==> src/rtl/alu_pkg.sv <==
package alu_pkg;
  localparam int FLAG_W = 4;

  typedef struct packed {
    logic carry;
    logic ovf;
    logic neg;
    logic zero;
  } alu_flags_t;

  // Largest positive or most negative value of a W-bit signed word
  function automatic logic [63:0] sat_limit(input int w, input logic neg_side);
    logic [63:0] v;
    v = '0;
    for (int i = 0; i < 64; i++) begin
      if (i < w - 1) v[i] = ~neg_side;
      else if (i == w - 1) v[i] = neg_side;
    end
    return v;
  endfunction
endpackage

==> src/rtl/addsub_lane.sv <==
module addsub_lane #(
  parameter int W      = 32,
  parameter bit IS_SUB = 1'b0
) (
  input  logic [W-1:0] a,
  input  logic [W-1:0] b,
  input  logic         sat,
  output logic [W-1:0] result,
  output logic         ovf,
  output logic         carry
);
  localparam int MSB = W - 1;

  logic [W:0]   ext;
  logic [W-1:0] b_eff;
  logic [W-1:0] raw;
  logic [W-1:0] clamp;

  assign b_eff = IS_SUB ? ~b : b;
  assign ext   = {1'b0, a} + {1'b0, b_eff} + {{W{1'b0}}, IS_SUB};
  assign raw   = ext[W-1:0];
  // For the subtract lane a carry-out means no borrow
  assign carry = ext[W];

  generate
    if (IS_SUB) begin : g_sub_ovf
      assign ovf = (a[MSB] != b[MSB]) && (raw[MSB] != a[MSB]);
    end else begin : g_add_ovf
      assign ovf = (a[MSB] == b[MSB]) && (raw[MSB] != a[MSB]);
    end
  endgenerate

  // On overflow the true result has the sign of operand A
  assign clamp  = alu_pkg::sat_limit(W, a[MSB])[W-1:0];
  assign result = (sat && ovf) ? clamp : raw;
endmodule

==> src/rtl/result_router.sv <==
module result_router #(
  parameter int W = 32
) (
  input  logic         swap,
  input  logic [W-1:0] sum,
  input  logic [W-1:0] diff,
  output logic [W-1:0] dst0,
  output logic [W-1:0] dst1
);
  always_comb begin
    if (swap) begin
      dst0 = diff;
      dst1 = sum;
    end else begin
      dst0 = sum;
      dst1 = diff;
    end
  end
endmodule

==> src/rtl/flag_merge.sv <==
module flag_merge #(
  parameter int W = 32
) (
  input  logic [W-1:0]       sum,
  input  logic [W-1:0]       diff,
  input  logic               add_ovf,
  input  logic               sub_ovf,
  input  logic               add_carry,
  input  logic               sub_noborrow,
  output alu_pkg::alu_flags_t flags
);
  always_comb begin
    flags.zero  = (sum == '0) || (diff == '0);
    flags.neg   = sum[W-1] | diff[W-1];
    flags.ovf   = add_ovf | sub_ovf;
    flags.carry = add_carry | sub_noborrow;
  end
endmodule

==> src/rtl/dual_addsub_alu.sv <==
module dual_addsub_alu #(
  parameter int W = 32
) (
  input  logic         clk,
  input  logic         rst,
  input  logic         valid_i,
  input  logic         sat_i,
  input  logic         swap_i,
  input  logic [W-1:0] opa_i,
  input  logic [W-1:0] opb_i,
  output logic [W-1:0] res0_o,
  output logic [W-1:0] res1_o,
  output logic [3:0]   flags_o
);
  logic [W-1:0] sum_w, diff_w, dst0_w, dst1_w;
  logic         add_ovf_w, sub_ovf_w, add_carry_w, sub_nb_w;
  alu_pkg::alu_flags_t flags_w;

  addsub_lane #(.W(W), .IS_SUB(1'b0)) u_add (
    .a(opa_i), .b(opb_i), .sat(sat_i),
    .result(sum_w), .ovf(add_ovf_w), .carry(add_carry_w)
  );

  addsub_lane #(.W(W), .IS_SUB(1'b1)) u_sub (
    .a(opa_i), .b(opb_i), .sat(sat_i),
    .result(diff_w), .ovf(sub_ovf_w), .carry(sub_nb_w)
  );

  result_router #(.W(W)) u_route (
    .swap(swap_i), .sum(sum_w), .diff(diff_w),
    .dst0(dst0_w), .dst1(dst1_w)
  );

  flag_merge #(.W(W)) u_flags (
    .sum(sum_w), .diff(diff_w),
    .add_ovf(add_ovf_w), .sub_ovf(sub_ovf_w),
    .add_carry(add_carry_w), .sub_noborrow(sub_nb_w),
    .flags(flags_w)
  );

  always_ff @(posedge clk) begin
    if (rst) begin
      res0_o  <= '0;
      res1_o  <= '0;
      flags_o <= '0;
    end else if (valid_i) begin
      res0_o  <= dst0_w;
      res1_o  <= dst1_w;
      flags_o <= flags_w;
    end
  end
endmodule

==> config.mk <==
export PLATFORM = sky130hd
export DESIGN_NAME = dual_addsub_alu
export DESIGN_NICKNAME = d
export VERILOG_FILES = /design/src/rtl/alu_pkg.sv /design/src/rtl/addsub_lane.sv /design/src/rtl/result_router.sv /design/src/rtl/flag_merge.sv /design/src/rtl/dual_addsub_alu.sv
export SDC_FILE = /design/constraint.sdc
export NUM_CORES = 1
export LEC_CHECK = 0
export CAP_MARGIN = 20
export CORE_MARGIN = 1
export CORE_UTILIZATION = 45
export CTS_CLUSTER_SIZE = 20
export DETAILED_ROUTE_END_ITERATION = 10
export PLACE_DENSITY = 0.81
export SYNTH_ARGS = -nofsm -noshare
export SYNTH_HDL_FRONTEND = slang
export SYNTH_HIERARCHICAL = 1
export SYNTH_SLANG_ARGS = --single-unit
==> constraint.sdc <==
create_clock -name clk -period 10 [get_ports clk]
set_input_delay 1.5 -clock clk [delete_from_list [all_inputs] [get_ports clk]]
set_output_delay 1.5 -clock clk [all_outputs]
set_load 0.02 [all_outputs]
-- After elaboration in Yosys (flattened, before gate mapping)
Cells that the tools add are included.
- $add $sub $neg: 3
- reductions and logical operators: 7
- mux-type cells: 4
- equality and inequality tests: 4
- bitwise gates (word level): 5
- operators by type and width (cell ; count):
    32-bit two-way mux ; 4
    32-bit by 32-bit adder with 33-bit output ; 2
    32-bit zero test ; 2
    33-bit by 1-bit adder with 33-bit output, second input constant ; 1
    32-bit NOT ; 1
    1-bit logical AND ; 4
    1-bit inequality test ; 3
    1-bit bitwise OR ; 3
    1-bit == test ; 1
    1-bit logical OR ; 1
    1-bit NOT ; 1
- logic and storage cells: 26
- bits of input ports: 69
- output and inout port bits: 68
- flip-flop bits (word level): 68

-- Depth between registers and ports, before layout
- depth after elaboration: 9
- depth in mapped cells: 18
- depth with buffers taken out: 16

-- Cells and area by module
Netlist, hierarchy kept.
- by module, submodules not included (module ; seq. area each (µm²) ; instances ; area an instance (µm²) ; cells an instance):
    dual_addsub_alu ; 1361.3 ; 1 ; 2424.8 ; 220
    addsub_lane at u_sub ; 0.0 ; 1 ; 2190.9 ; 336
    addsub_lane at u_add ; 0.0 ; 1 ; 1990.7 ; 287
    result_router ; 0.0 ; 1 ; 1077.3 ; 71
    flag_merge ; 0.0 ; 1 ; 168.9 ; 24

-- Worst setup path after synthesis
Ideal clock, no wire load.
- path kind: input -> register
- start point: input opb_i[28]
- end point: register flags_o[0]
- path buffers: 3
- path slack: 5.595 ns
- setup time: 0.064 ns
- arrival time: 4.341 ns
- required time: 9.936 ns
- stages: 18
- cells stage by stage: inv_1 > ha_1 > buf_6 > a21o_1 > a21o_1 > a221oi_2 > o311ai_1 > a41o_1 > and2_4 > buf_6 > o21ai_4 > buf_6 > o21ai_1 > nor4_2 > nand4_1 > o22ai_1 > mux2i_1 > nor2_1
- RTL lines (item ; RTL line ; RTL):
    from (decl) ; dual_addsub_alu.sv:10 ; input logic [W-1:0] opb_i,
    to (signal assigned) ; dual_addsub_alu.sv:49 ; flags_o <= flags_w;
    to (decl) ; dual_addsub_alu.sv:13 ; output logic [3:0] flags_o

==> out/qor.csv <==
metric;value;unit
mapped cell area;0.00785;sq mm
yosys warns;6;
EDFF count, synth;0;
synth top area cells;dfxtp_1 17%, mux2_4 11%, ha_1 10%;
switching share of power;37.9;%
Synth Instances;938;
skew final;0;ps
number of antenna repair diodes;0;
final wirelength;21300;microns
CTS tree;built;
Setup crit start kind;input port;
Critical Path Most Common Cell;a211oi_1;
clock latency on the worst-skew pair;330;ps
Die ar.;0.0180;sq mm
RSZ-0062 raised after global routing;false;
Unique masters post-synth;75;
post-synthesis register bit count;68;
max-slew violations;0;
Most used DFF post-synth;dfxtp_1;
combinational fraction of design power;51.7;%
DP Wirelength;17300;microns
Clock Path Buffers;2;
Setup Viol. Count Final;0;
first-pass GRT wire length;33900;microns
PortBufs;136;
Synth Net Count;1073;
Worst Path Max Fanout;31;
Post CTS Setup Buffer Count;0;
CP Cell Sequence;clkdlybuf4s50_1 -> ha_1 -> a211oi_1 -> o211ai_1 -> a211oi_1 -> a211oi_2 -> nor3b_2 -> o21ai_4 -> nor2_4 -> o21ai_0 -> nor4_1 -> nand4_1 -> o22ai_1 -> mux2i_1 -> nor2_1;
Starting Density;46.7;%
Final Hold Vio Count;0;
actual slew at the worst max-slew pin;1120;ps
via count;7321;
DRC;0;
Hold Crit Class;flip-flop to flip-flop;
MaxCap Viol Count;0;
WL met2;9350;microns
drt wl/cell;16.9;microns
switching power;0.512;mW
crit path capture type;flip-flop;
Metal-1 WL;10100;microns
post-detailed-route count of antenna-violating nets;0;
leakage power;4.14;nW
largest net degree at the start of global routing;69;
post-synth top area cell;dfxtp_1;
CTS buffer count;9;
wire length on met3;1370;microns
# IOs;137;
initial antenna violation count;0;
vias in the first global route;6620;
H-tree Lvls;3;
Worst EP arrival;5780;ps
area share of fa/ha/maj cells after synthesis;10.7;%
most numerous cell in the Yosys netlist;nor2_1;
GPL Wtd Cong;0.938;
clock-pin slew on the worst setup and hold paths;50;ps
Period Utilization, post-route;55.2;%
power share of the sequential group;24.3;%
syn_area_per_cell;8.37;sq um
largest family of logic cells by synthesized area;multiplexers;
Synth Area in Simple Gates;16.2;%
Remaining Overflow, GRT;0;
top cell type's share of synthesized area;17.3;%
Commonest cells post-synth;106 x nor2_1, 72 x a21oi_1, 72 x mux2i_1, 68 x dfxtp_1, 64 x ha_1;
internal power;0.841;mW
CORE AREA;0.0168;sq mm
Clock Sinks;68;
Min Clock Period, post-route;5520;ps
CTS Hold Bufs;0;
CTS Root Cell;clkbuf_16;
Final Util;55.9;%
CP peak stage delay;600;ps
DRT iter0 DRCs;528;
total track usage;23.4;%
post-cts sizing count;0;
# rows;47;
DRT Pass-1 Iters;5;
Syn-to-layout area delta;19.8;%
Max Clk Rate;0.181;GHz
post-synthesis compound-gate area fraction;21.0;%
crit path max-delay cell type;nor2_4;
CP Class;input port to flip-flop;
Via density;5.80;
CP top delay family;compound AO/OA/AOI/OAI gates;
clock power share;24.0;%
die height;134;microns
WP buf/inv;1;
PwrDens;144;mW/mm^2
max layer used;met4;
Critical Path RT;10260;ps
Post-Synth XOR/XNOR Area;6.02;%
sequential share of the synthesized area;17.3;%
Post-synth ARST share;0;%
setup TNS;0;ps
die extent in x;134;microns
status;complete, no violations;
Rel. slew slack;25.3;%
Peak VDD IR;0.000101;V
NumNets Final;1173;
fraction of layout cells with a size suffix above 1;11.8;%
mux share of post-synthesis cell area;21.2;%
-- layout by cell type (no fill, tap or decap), drive strengths merged, types with 12 or more instances in the layout --
cell type and n:
nor4 19, mux2 64, a21o 19, a21oi 72, xor2 26, o21ai 101
a211oi 12, xnor2 28, clkdlybuf4s50 133, dfxtp 68, nand2 51, nor2 107
nand4 15, mux2i 72, ha 64, inv 48
-- tightest hold or removal path, cell delays in order, from the launching register on --
cell and delay [ps]:
dfxtp_1 320, mux2i_1 70, nor2_1 70
-- state kept, by name, summed over array words and instances (netlist names) --
name and cells:
res0_o 32, res1_o 32, flags_o 4
-- routing by layer --
metal | global-route usage (%) | vias to the layer above
met2 | 35.8 | 290
met5 | 0 | -
li1 | - | 3603
met1 | 33.7 | 3392
met4 | 7.80 | 0
met3 | 2.83 | 36
-- final cells by class --
class,instances,area (sq um)
clock buffers,11,253
clock inverters,5,60.1
fillers,1555,7410
inverters,48,180
multi-input cells,772,5890
flip-flops and latches,68,1360
well taps,220,275
repair buffers,139,1380
-- stage by stage --
stage	worst slack [ps]	std cells	cell area, sq um	power, mW	hold slack, ps
floorplan	5600	938	7850	0.820	583
global placement	3820	1246	9080	1.01	475
detailed placement	3670	1246	9080	1.02	484
CTS	4010	1262	9390	1.35	497
global route	4130	1263	9410	1.42	518
finish	4480	1263	9410	1.35	491
-- final timing paths --
kind              slack [ps]  cells after the start       start         end
setup / recovery        4480                     15    opa_i[1]  flags_o[0]
hold / removal           490                      2  res1_o[18]  res1_o[18]
setup reg to reg        9290                      2   res0_o[4]   res0_o[4]
hold reg to reg          490                      2  res1_o[18]  res1_o[18]
-- power by group through the flow --
stage	clock [mW]	combinational, mW	sequential [mW]
after floorplan	0	0.449	0.371
after global placement	0	0.675	0.333
after detailed placement	0	0.688	0.334
after CTS	0.329	0.691	0.329
after global routing	0.340	0.753	0.332
final	0.325	0.700	0.328
-- cell families (layout without fill, tap and decap cells) --
family,Yosys count,count (layout)
compound gates,260,260
xor+xnor,54,54
fa+ha+maj,66,66
buf+inv,98,203
flops,68,68
mux,136,136
simple gates,256,256
(Power assumes the default switching activity.)
